===== src/rtl/dly_timer_pkg.sv =====
// Package: register layout and shared types of the exponential delay timer.
// Assumes a 32-bit control word; field positions are fixed because software
// decodes them.
package dly_timer_pkg;
    localparam int REG_W    = 32;
    localparam int GO_BIT   = 16;
    localparam int EXP_LSB  = 17;
    localparam int EXP_W    = 3;
    localparam int DONE_BIT = 20;
    localparam int EXP_MSB  = EXP_LSB + EXP_W - 1;

    localparam logic [REG_W-1:0] FIELD_MASK =
        (REG_W'(1) << GO_BIT) | (REG_W'(1) << DONE_BIT) |
        (((REG_W'(1) << EXP_W) - REG_W'(1)) << EXP_LSB);

    typedef logic [EXP_W-1:0] exp_t;

    typedef struct packed {
        logic go;
        exp_t exp;
    } cmd_t;

    typedef enum logic [1:0] {
        ST_IDLE  = 2'd0,
        ST_ARMED = 2'd1,
        ST_COUNT = 2'd2
    } cnt_state_t;
endpackage


===== src/rtl/dly_cmd_decode.sv =====
// Module: dly_cmd_decode
// Splits a written control word into a start request and an exponent.
// Assumes the write strobe is one cycle per write; bits outside the start
// and exponent fields carry no command and are discarded here.
module dly_cmd_decode
    import dly_timer_pkg::*;
(
    input  logic             wr_en_i,
    input  logic [REG_W-1:0] wr_data_i,
    output cmd_t             cmd_o,
    output logic             start_o
);
    logic unused_bits;

    // Pick the command fields out of the written word.
    always_comb begin
        cmd_o.go  = wr_data_i[GO_BIT];
        cmd_o.exp = wr_data_i[EXP_MSB:EXP_LSB];
    end

    // A start is a write that carries the start flag.
    assign start_o = wr_en_i & cmd_o.go;

    // Bits with no command meaning are intentionally dropped.
    assign unused_bits = ^(wr_data_i & ~(FIELD_MASK & ~(REG_W'(1) << DONE_BIT)));
endmodule


===== src/rtl/dly_countdown.sv =====
// Module: dly_countdown
// Down-counter that spans 50 << n base ticks. A start moves it to an armed
// cycle in which it loads, and then it counts qualified ticks down to one.
// Assumes exp_i is already the latched exponent when the armed cycle runs.
module dly_countdown
    import dly_timer_pkg::*;
#(
    parameter int BASE_TICKS = 50,
    parameter int CNT_W      = 13
) (
    input  logic clk,
    input  logic rst_n,
    input  logic start_i,
    input  exp_t exp_i,
    input  logic tick_i,
    output logic armed_o,
    output logic finish_o
);
    cnt_state_t       state_q;
    logic [CNT_W-1:0] cnt_q;
    logic [CNT_W-1:0] load_val;
    logic             last_tick;

    // Load value: the base span scaled by a power of two.
    assign load_val = CNT_W'(BASE_TICKS) << exp_i;

    // The tick that brings the count from one to zero.
    assign last_tick = (state_q == ST_COUNT) && tick_i && (cnt_q == CNT_W'(1));

    // A start at the same edge suppresses completion.
    assign finish_o = last_tick && !start_i;
    assign armed_o  = (state_q == ST_ARMED);

    // State and count update; a start has priority over everything.
    always_ff @(posedge clk) begin
        if (!rst_n) begin
            state_q <= ST_IDLE;
            cnt_q   <= '0;
        end else if (start_i) begin
            state_q <= ST_ARMED;
            cnt_q   <= '0;
        end else begin
            case (state_q)
                ST_ARMED: begin
                    cnt_q   <= load_val;
                    state_q <= ST_COUNT;
                end
                ST_COUNT: begin
                    if (tick_i) begin
                        if (cnt_q == CNT_W'(1)) begin
                            cnt_q   <= '0;
                            state_q <= ST_IDLE;
                        end else begin
                            cnt_q <= cnt_q - CNT_W'(1);
                        end
                    end
                end
                default: begin
                    state_q <= ST_IDLE;
                end
            endcase
        end
    end
endmodule


===== src/rtl/dly_status_reg.sv =====
// Module: dly_status_reg
// Holds the latched exponent and the done flag, produces the read word and
// the optional completion pulse. Assumes finish_i never coincides with
// start_i (the counter already gives the start priority).
module dly_status_reg
    import dly_timer_pkg::*;
#(
    parameter bit PULSE_EN = 1'b1
) (
    input  logic             clk,
    input  logic             rst_n,
    input  logic             start_i,
    input  exp_t             cmd_exp_i,
    input  logic             armed_i,
    input  logic             finish_i,
    output exp_t             exp_o,
    output logic [REG_W-1:0] rd_data_o,
    output logic             done_pulse_o
);
    exp_t exp_q;
    logic done_q;

    // Latch the exponent only when a start is written.
    always_ff @(posedge clk) begin
        if (!rst_n) begin
            exp_q <= '0;
        end else if (start_i) begin
            exp_q <= cmd_exp_i;
        end
    end

    // Done flag: cleared by a start, set by completion, otherwise held.
    always_ff @(posedge clk) begin
        if (!rst_n) begin
            done_q <= 1'b0;
        end else if (start_i) begin
            done_q <= 1'b0;
        end else if (finish_i) begin
            done_q <= 1'b1;
        end
    end

    // Optional completion pulse, registered alongside the done flag.
    generate
        if (PULSE_EN) begin : g_pulse
            logic pulse_q;
            always_ff @(posedge clk) begin
                if (!rst_n) begin
                    pulse_q <= 1'b0;
                end else begin
                    pulse_q <= finish_i;
                end
            end
            assign done_pulse_o = pulse_q;
        end else begin : g_no_pulse
            assign done_pulse_o = 1'b0;
        end
    endgenerate

    // Assemble the read word from the held fields.
    always_comb begin
        rd_data_o                   = '0;
        rd_data_o[GO_BIT]           = armed_i;
        rd_data_o[EXP_MSB:EXP_LSB]  = exp_q;
        rd_data_o[DONE_BIT]         = done_q;
    end

    assign exp_o = exp_q;
endmodule


===== src/rtl/exp_delay_timer.sv =====
// Module: exp_delay_timer (top)
// Software-started delay of 50 << n base ticks with a polled done flag.
// Assumes a single clock, a synchronous active-low reset and a tick strobe
// that is already synchronous to clk.
module exp_delay_timer
    import dly_timer_pkg::*;
#(
    parameter int BASE_TICKS = 50,
    parameter bit PULSE_EN   = 1'b1,
    localparam int MAX_SPAN  = BASE_TICKS << ((1 << EXP_W) - 1),
    localparam int CNT_W     = $clog2(MAX_SPAN + 1)
) (
    input  logic        clk,
    input  logic        rst_n,
    input  logic        tick_i,
    input  logic        wr_en_i,
    input  logic [31:0] wr_data_i,
    output logic [31:0] rd_data_o,
    output logic        done_pulse_o
);
    cmd_t cmd;
    logic start;
    logic armed;
    logic finish;
    exp_t exp_held;

    dly_cmd_decode u_dec (
        .wr_en_i  (wr_en_i),
        .wr_data_i(wr_data_i),
        .cmd_o    (cmd),
        .start_o  (start)
    );

    dly_countdown #(
        .BASE_TICKS(BASE_TICKS),
        .CNT_W     (CNT_W)
    ) u_cnt (
        .clk     (clk),
        .rst_n   (rst_n),
        .start_i (start),
        .exp_i   (exp_held),
        .tick_i  (tick_i),
        .armed_o (armed),
        .finish_o(finish)
    );

    dly_status_reg #(
        .PULSE_EN(PULSE_EN)
    ) u_stat (
        .clk         (clk),
        .rst_n       (rst_n),
        .start_i     (start),
        .cmd_exp_i   (cmd.exp),
        .armed_i     (armed),
        .finish_i    (finish),
        .exp_o       (exp_held),
        .rd_data_o   (rd_data_o),
        .done_pulse_o(done_pulse_o)
    );
endmodule


===== config.mk =====
export PLATFORM = sky130hd
export DESIGN_NAME = exp_delay_timer
export DESIGN_NICKNAME = d
export VERILOG_FILES = /design/src/rtl/dly_timer_pkg.sv /design/src/rtl/dly_cmd_decode.sv /design/src/rtl/dly_countdown.sv /design/src/rtl/dly_status_reg.sv /design/src/rtl/exp_delay_timer.sv
export SDC_FILE = /design/constraint.sdc
export NUM_CORES = 1
export LEC_CHECK = 0
export BUFFER_PORTS_ARGS = -buffer_cell sky130_fd_sc_hd__buf_2
export CORE_MARGIN = 2
export CORE_UTILIZATION = 52
export DETAILED_ROUTE_END_ITERATION = 12
export HOLD_SLACK_MARGIN = 0.15
export PLACE_DENSITY = 0.86
export SLEW_MARGIN = 15
export SYNTH_ARGS = -nofsm -noshare
export SYNTH_HDL_FRONTEND = slang
export SYNTH_HIERARCHICAL = 1
export SYNTH_SLANG_ARGS = --single-unit
export TNS_END_PERCENT = 5

===== constraint.sdc =====
create_clock -name clk -period 5.1 [get_ports clk]
set_input_delay 0.255 -clock clk [delete_from_list [all_inputs] [get_ports clk]]
set_output_delay 0.255 -clock clk [all_outputs]
set_load 0.01 [all_outputs]

==> impl_metrics.csv, run 1 <==
group,metric,value,unit
global_route,grt_pass1_vias,1099,
yosys,syn-cell-area,1660,sq um
yosys,netlist_instances,201,
sta,hold_slack,0.209,ns
pwr,sw_frac_of_total,32.4,%
drt,drt_iter0_markers,73,
critical_path,critPathCaptureType,"register",
floorplanning,coreArea,3050,sq um
placed_design,gp_congestion,0.962,
clocking,clk_path_buf_depth,2,
clocking,cts_tree,"built",
sta,relSlewSlack,44.8,%
critical_path,start_kind,"register",
drt,avgViaCountPerCell,5.67,
clocking,numCtsBuffers,3,
global_route,grt_max_degree,16,
drt,vias,1360,
sta,fin_tns_setup,0,ns
clocking,cts.clk_slew.worst_paths,0.11,ns
drt,dr.pass1.iters,4,
finish,area_delta_synth_final,-6.33,%
critical_path,critPathSlowestCell,"dfxtp_1",
drt,ant_nets,0,
pwr,p_clk_share,23.7,%
critical_path,critPathRequiredTime,5.26,ns
clocking,root_buffer,"clkbuf_4",
sta,fmax,0.501,GHz
sta,rsz0062_at_grt,"false",
yosys,synth.avg_cell_area,8.25,sq um
floorplanning,row_count,20,
floorplanning,io_pins,69,
clocking,insertion_delay,0.30,ns
clocking,cts_sinks,20,
finish,fin_nets,240,
job,cap_violations,0,
clocking,hold_buffers,0,
floorplanning,dieArea,3660,sq um
pwr,power.density,204,nW/um^2
finish,diodes,0,
drt,drt_wl_total,3.34,mm
floorplanning,die_w,60.5,microns
global_route,grt_antenna_before_repair,0,
global_route,grt_pass1_wl,5.30,mm
global_route,grt_usage,19.5,%
floorplanning,dieHeight,60.5,microns
sta,drv_slew,0,
run_status,status,"complete, no violations",
sta,hold_viol,0,
placed_design,hpwl,2.46,mm
sta,fin_skew,0.00250,ns
placed_design,port_buffers,13,
critical_path,crit_chain,"ha_1, nor4b_4, a41oi_2, a221oi_1, a211oi_1",
hold_path,min_path_type,"in2reg",
sta,final.period_utilization,39.2,%
critical_path,crit_type,"reg2reg",
clocking,htree_num_levels,1,
critical_path,arrival,2.16,ns
critical_path,ff2ff_path_depth,5,
clocking,cts_resized,0,
pwr,combPwrFrac,23.3,%
pwr,p_seq_share,53.0,%
sta,worst_pin_slew,0.820,ns
finish,n_fill_cell,324,
pwr,switchingPower,103,uW
pwr,p_leak,0.000611,uW
critical_path,critPathMaxFanout,11,
yosys,yosys_warnings,6,
drt,drc,0,
clocking,cts_setup_buffers,0,
hold_path,hold_depth,3,
pwr,peakVddDrop,0.167,mV
floorplanning,start_util,54.3,%
critical_path,cpPeakStageDelay,0.44,ns
sta,setup_viol,0,
drt,post_drt_wl_per_cell,13.9,microns
finish,drive_gt1_share,16.3,%
global_route,grt_remaining_overflow,0,
pwr,p_int,215,uW
sta,min_period,2.00,ns
==> power groups by stage <==
stage / Sequential (uW) / Clock, uW / Combinational (uW)
2_1_floorplan: 169 / 0 / 82.8
3_3_place_gp: 171 / 0 / 71.2
3_5_place_dp: 172 / 0 / 72.2
4_1_cts: 168 / 78.3 / 72.6
5_1_grt: 170 / 84.1 / 81.4
6_report: 168 / 75.3 / 74.0
==> worst paths after layout <==
kind | start | end | slack (ns)
setup reg to reg | u_cnt/cnt_q[0] | u_cnt/cnt_q[1] | 3.10
hold / removal | wr_data_i[19] | u_stat/exp_o[2] | 0.21
hold reg to reg | u_stat/done_q | u_stat/done_q | 0.53
setup / recovery | u_cnt/cnt_q[0] | u_cnt/cnt_q[1] | 3.10
==> layout by cell type (no fill, tap or decap), types with 3 or more instances in the layout <==
master and count:
buf_2 13, mux2i_1 6, nor2b_1 4, o21ai_0 5
inv_1 8, nand2b_1 4, ha_1 6, conb_1 27
nor4_1 6, a21oi_1 14, nor2_1 11, nand2_1 7
clkbuf_4 3, nor3_1 5, nand3_1 7, and2_1 3
a32oi_1 3, a31oi_1 3, dfxtp_1 20
==> worst max-delay path, delay by kind of cell (launching register included) <==
kind / cells / cell delay, ns
AND/OR/NAND/NOR: 1 / 0.37
flip-flops: 1 / 0.44
AO/OA/AOI/OAI: 3 / 0.88
adder cells (fa/ha/maj): 1 / 0.18
==> per-layer routing <==
metal	vias up	part of all wire (%)	track usage, %
met5	-	0	0
met4	0	1.4	7.45
met3	6	9.0	1.92
met2	70	48	31.8
met1	633	42	26.6
li1	651	-	-
==> state kept, by name (all words and copies together) (netlist names) <==
register and count:
u_cnt/cnt_q 13, u_stat/exp_o 3, u_stat/done_pulse_o 1, u_cnt/state_q 2, u_stat/done_q 1
==> final cells by class <==
| class | instances | area [sq um] | share of cell area, % |
|---|---|---|---|
| tap | 44 | 55.1 | 3.54 |
| clock buffer | 3 | 22.5 | 1.45 |
| inverter | 9 | 33.8 | 2.17 |
| multi-input combinational | 151 | 977 | 62.9 |
| timing repair buffer | 13 | 65.1 | 4.19 |
| sequential | 20 | 400 | 25.8 |
==> per-stage QoR <==
step,cell area (sq um),setup WS (ns),cells,util [%],power [uW]
global placement,1530,3.21,237,50.2,243
detailed placement,1530,3.18,237,50.2,244
CTS,1550,3.16,240,50.9,319
global route,1550,2.99,240,50.9,335
finish,1550,3.10,240,50.9,318
floorplan,1760,3.42,227,-,251
Power figures use the tool's default switching activity.
==> run 2, diff against run 1 <==
CORE_UTILIZATION = 48   (was 52)
PLACE_DENSITY = 0.8   (was 0.86)
clock period = 1.98 ns   (was 5.1 ns; I/O delays follow)
==> impl_metrics.csv, run 2 (same netlist as run 1, synthesis figures left out) <==
group,metric,value,unit
placed_design,port_buffers,13,
sta,relSlewSlack,66.3,%
finish,regMostFlops,"u_cnt/cnt_q",
critical_path,start_kind,"register",
critical_path,critPathCaptureType,"register",
critical_path,crit_type,"reg2reg",
drt,ant_nets,0,
critical_path,arrival,1.99,ns
finish,fin_nets,256,
critical_path,r2r-end,"u_cnt/cnt_q[9]",
placed_design,gp_congestion,0.923,
finish,drive_gt1_share,20.2,%
finish,largest_reg_flops,13,
pwr,power.density,527,nW/um^2
job,cap_violations,0,
global_route,grt_pass1_vias,1246,
sta,hold_viol,0,
finish,fin_util,51.3,%
critical_path,ff2ff_path_depth,4,
floorplanning,coreArea,3340,sq um
sta,final.period_utilization,90.0,%
floorplanning,dieArea,3940,sq um
sta,fin_tns_setup,0,ns
finish,regArea,400,sq um
floorplanning,row_count,21,
finish,n_fill_cell,328,
critical_path,cp-endpoint,"u_cnt/cnt_q[9]",
critical_path,critPathRequiredTime,2.19,ns
drt,dr.pass1.iters,4,
drt,vias,1403,
drt,post_drt_wl_per_cell,13.7,microns
finish,area_delta_synth_final,3.09,%
clocking,numCtsBuffers,3,
drt,drt_wl_total,3.55,mm
finish,postLayoutCellArea,1710,sq um
drt,avgViaCountPerCell,5.42,
floorplanning,dieHeight,62.8,microns
finish,multi_input_area,980,sq um
finish,diodes,0,
floorplanning,start_util,49.7,%
floorplanning,io_pins,69,
hold_path,min_path_type,"in2reg",
pwr,p_leak,0.000695,uW
global_route,grt_antenna_before_repair,0,
clocking,cts.clk_slew.worst_paths,0.11,ns
drt,drc,0,
global_route,grt_usage,18.3,%
sta,setup_viol,0,
clocking,insertion_delay,0.31,ns
global_route,grt_pass1_wl,5.82,mm
clocking,root_buffer,"clkbuf_4",
clocking,clk_path_buf_depth,2,
drt,drt_iter0_markers,47,
sta,fmax,0.561,GHz
finish,final_cell_mix,"conb_1 (27), dfxtp_1 (20), a21oi_1 (14), buf_2 (13), nor2_1 (11)",
clocking,cts_tree,"built",
clocking,htree_num_levels,1,
global_route,grt_max_degree,16,
critical_path,rrSetupSlack,0.20,ns
sta,fin_skew,0.00378,ns
finish,layout_commonest_cell,"conb_1",
placed_design,placed_area,1600,sq um
sta,rsz0062_at_grt,"false",
pwr,peakVddDrop,0.496,mV
global_route,grt_remaining_overflow,0,
critical_path,critPathMaxFanout,8,
floorplanning,die_w,62.8,microns
sta,drv_slew,0,
sta,worst_pin_slew,0.504,ns
placed_design,hpwl,2.54,mm
sta,min_period,1.78,ns
run_status,status,"complete, no violations",
critical_path,r2r-start,"u_cnt/cnt_q[2]",
clocking,cts_sinks,20,
critical_path,crit_start,"u_cnt/cnt_q[2]",
run 2: changes by cell type in the layout (fill, tap and decap cells not counted), sizes merged:
cell	delta
buf	+9
dlygate4sd3	+7
clkbuf	+1
run 2: layout make-up:
cell class | instances | area share [%]
Multi-Input combinational cell | 151 | 57.3
Sequential cell | 20 | 23.4
Timing Repair Buffer | 29 | 11.9
Tap cell | 46 | 3.37
Clock buffer | 4 | 2.12
Inverter | 9 | 1.98
run 2: what timing repair did:
action	CTS	global route
resized for setup	0	1
endpoints found under the setup margin	0	4
hold endpoints to repair	6	0
setup buffers	0	0
hold buffers	7	0
run 2: how the worst min path moves through the flow:
stage                              from               end  cells past startpoint
after CTS                        tick_i    u_cnt/cnt_q[8]                      5
after global routing             tick_i    u_cnt/cnt_q[8]                      5
final                            tick_i    u_cnt/cnt_q[8]                      5
after global placement    wr_data_i[17]   u_stat/exp_o[0]                      3
after floorplan                   rst_n  u_cnt/state_q[0]                      1
after detailed placement  wr_data_i[18]   u_stat/exp_o[1]                      3
run 2: metal layers:
layer  up-vias  track usage [%]  share of wire, %
met2        61             28.4                46
li1        684                -                 -
met5         -                0                 0
met4         0             5.83               1.0
met3         6             4.86               6.8
met1       652             24.8                46
run 2: metrics by stage:
| step | worst slack, ns | hold slack [ns] | power (uW) | instances |
|---|---|---|---|---|
| final | 0.198 | 0.264 | 902 | 259 |
| after global placement | 0.141 | 0.353 | 643 | 248 |
| after CTS | 0.101 | 0.253 | 906 | 259 |
| after detailed placement | 0.124 | 0.369 | 646 | 248 |
| after floorplan | 0.295 | 0.226 | 647 | 227 |
| after global routing | 0.0488 | 0.277 | 948 | 259 |
run 2: power by group:
part	internal [uW]	switching, uW	total [uW]
registers	414	20.1	434
logic	91.7	129	221
clock network	112	134	247
total	618	283	902
run 2: worst max-delay path: stages, from the launching register on:
cell	delay (ns)
dfxtp_1	0.42
or4_1	0.63
or4_1	0.43
nand4_1	0.12
o221ai_2	0.09
==> run 3, diff against run 2 <==
BUFFER_PORTS_ARGS = -buffer_cell sky130_fd_sc_hd__buf_4   (was -buffer_cell sky130_fd_sc_hd__buf_2)
==> impl_metrics.csv, run 3 (same netlist as run 1, synthesis figures left out) <==
group,metric,value,unit
floorplanning,die_w,62.8,microns
sta,worst_pin_slew,0.506,ns
sta,setup_viol,0,
clocking,cts_sinks,20,
global_route,grt_remaining_overflow,0,
hold_path,hp-start,"tick_i",
critical_path,crit_type,"reg2reg",
critical_path,critPathSlowestCell,"or3b_4",
critical_path,ff2ff_path_depth,6,
global_route,grt_pass1_wl,5.77,mm
sta,fin_tns_setup,0,ns
placed_design,port_buffers,13,
run_status,status,"complete, no violations",
placed_design,hpwl,2.53,mm
critical_path,start_kind,"register",
sta,hold_viol,0,
drt,drt_wl_total,3.52,mm
finish,fin_nets,256,
critical_path,r2r-start,"u_cnt/cnt_q[1]",
global_route,grt_pass1_vias,1288,
finish,final_cell_mix,"conb_1 (27), buf_4 (22), dfxtp_1 (20), a21oi_1 (14), nor2_1 (11)",
placed_design,placed_area,1630,sq um
global_route,grt_max_degree,16,
global_route,met3_usage,1.98,%
floorplanning,dieHeight,62.8,microns
clocking,root_buffer,"clkbuf_4",
drt,drt_iter0_markers,33,
global_route,use_met2,29.3,%
finish,multi_input_area,980,sq um
drt,avgViaCountPerCell,5.44,
floorplanning,row_count,21,
drt,drc,0,
critical_path,critPathRequiredTime,2.19,ns
sta,rsz0062_at_grt,"false",
floorplanning,io_pins,69,
drt,vias,1409,
drt,dr.pass1.iters,5,
hold_path,min_to,"u_cnt/cnt_q[8]",
finish,regArea,400,sq um
finish,postLayoutCellArea,1740,sq um
sta,drv_slew,0,
global_route,grt_antenna_before_repair,0,
finish,n_fill_cell,327,
global_route,busiest_layer,"met2",
pwr,p_leak,0.000702,uW
floorplanning,dieArea,3940,sq um
pwr,peakVddDrop,0.324,mV
finish,regMostFlops,"u_cnt/cnt_q",
critical_path,critPathCaptureType,"register",
sta,fmax,0.558,GHz
critical_path,crit_buf_inv,1,
hold_path,min_path_type,"in2reg",
pwr,power.density,521,nW/um^2
sta,fin_skew,0.00350,ns
finish,layout_commonest_cell,"conb_1",
clocking,cts_setup_buffers,0,
clocking,cts_tree,"built",
sta,final.period_utilization,90.5,%
global_route,grt_usage,18.5,%
floorplanning,start_util,49.7,%
critical_path,rrSetupSlack,0.19,ns
critical_path,r2r-end,"u_cnt/cnt_q[10]",
critical_path,arrival,2.00,ns
clocking,htree_num_levels,1,
clocking,numCtsBuffers,3,
hold_path,hold_depth,5,
critical_path,crit_chain,"inv_1, ha_1, or3b_4, o311a_1, a32oi_1, o21ai_1",
finish,area_delta_synth_final,5.05,%
drt,post_drt_wl_per_cell,13.6,microns
sta,relSlewSlack,66.2,%
floorplanning,coreArea,3340,sq um
finish,largest_reg_flops,13,
critical_path,critPathMaxFanout,10,
critical_path,cpPeakStageDelay,0.47,ns
clocking,clk_path_buf_depth,2,
job,cap_violations,0,
finish,diodes,0,
clocking,cts.clk_slew.worst_paths,0.12,ns
global_route,met1_usage,24.0,%
critical_path,critPathTopFamily,"compound AO/OA/AOI/OAI gates",
sta,min_period,1.79,ns
drt,ant_nets,0,
clocking,insertion_delay,0.31,ns
placed_design,gp_congestion,0.920,
finish,drive_gt1_share,20.2,%
==> run 3: where the power goes <==
part           internal (uW)  switching, uW
registers                414           20.3
clock network            112            136
logic                   97.4            128
total                    624            284
==> run 3: worst max path at each step <==
stage | start | end | cells past startpoint
2_1_floorplan | u_cnt/cnt_q[4] | u_cnt/cnt_q[9] | 6
5_1_grt | u_cnt/cnt_q[1] | u_cnt/cnt_q[10] | 6
6_report | u_cnt/cnt_q[1] | u_cnt/cnt_q[10] | 6
4_1_cts | u_cnt/cnt_q[1] | u_cnt/cnt_q[10] | 6
3_5_place_dp | u_cnt/cnt_q[1] | u_cnt/cnt_q[10] | 6
3_3_place_gp | u_cnt/cnt_q[1] | u_cnt/cnt_q[6] | 6
==> run 3: layout make-up <==
cell class	instances	area share [%]
multi-input cells	151	56.2
flip-flops and latches	20	23.0
repair buffers	29	13.5
well taps	46	3.30
clock buffers	4	2.08
inverters	9	1.94
==> run 3: worst register-to-register path: stages (launching register included) <==
cell,delay [ns]
dfxtp_1,0.35
inv_1,0.11
ha_1,0.19
or3b_4,0.47
o311a_1,0.31
a32oi_1,0.17
o21ai_1,0.09
==> run 3: what timing repair did <==
action | in CTS | in global routing
gates resized for setup | 0 | 1
hold endpoints to repair | 6 | 0
setup endpoints to repair | 0 | 3
hold buffers | 7 | 0
==> run 3: layer usage <==
| metal | wire length (microns) | share of wire, % |
|---|---|---|
| met1 | 1610 | 46 |
| met5 | 0 | 0 |
| met2 | 1650 | 47 |
| met4 | 72 | 2.0 |
| met3 | 188 | 5.3 |
==> run 3: stage by stage <==
stage	cells	utilization [%]	worst slack, ns	hold slack (ns)	power, uW
global route	259	52.2	0.0450	0.291	949
CTS	259	52.2	0.0841	0.256	904
finish	259	52.2	0.189	0.263	908
floorplan	227	-	0.295	0.226	647
global placement	248	49.0	0.135	0.353	650
detailed placement	248	49.0	0.109	0.368	652
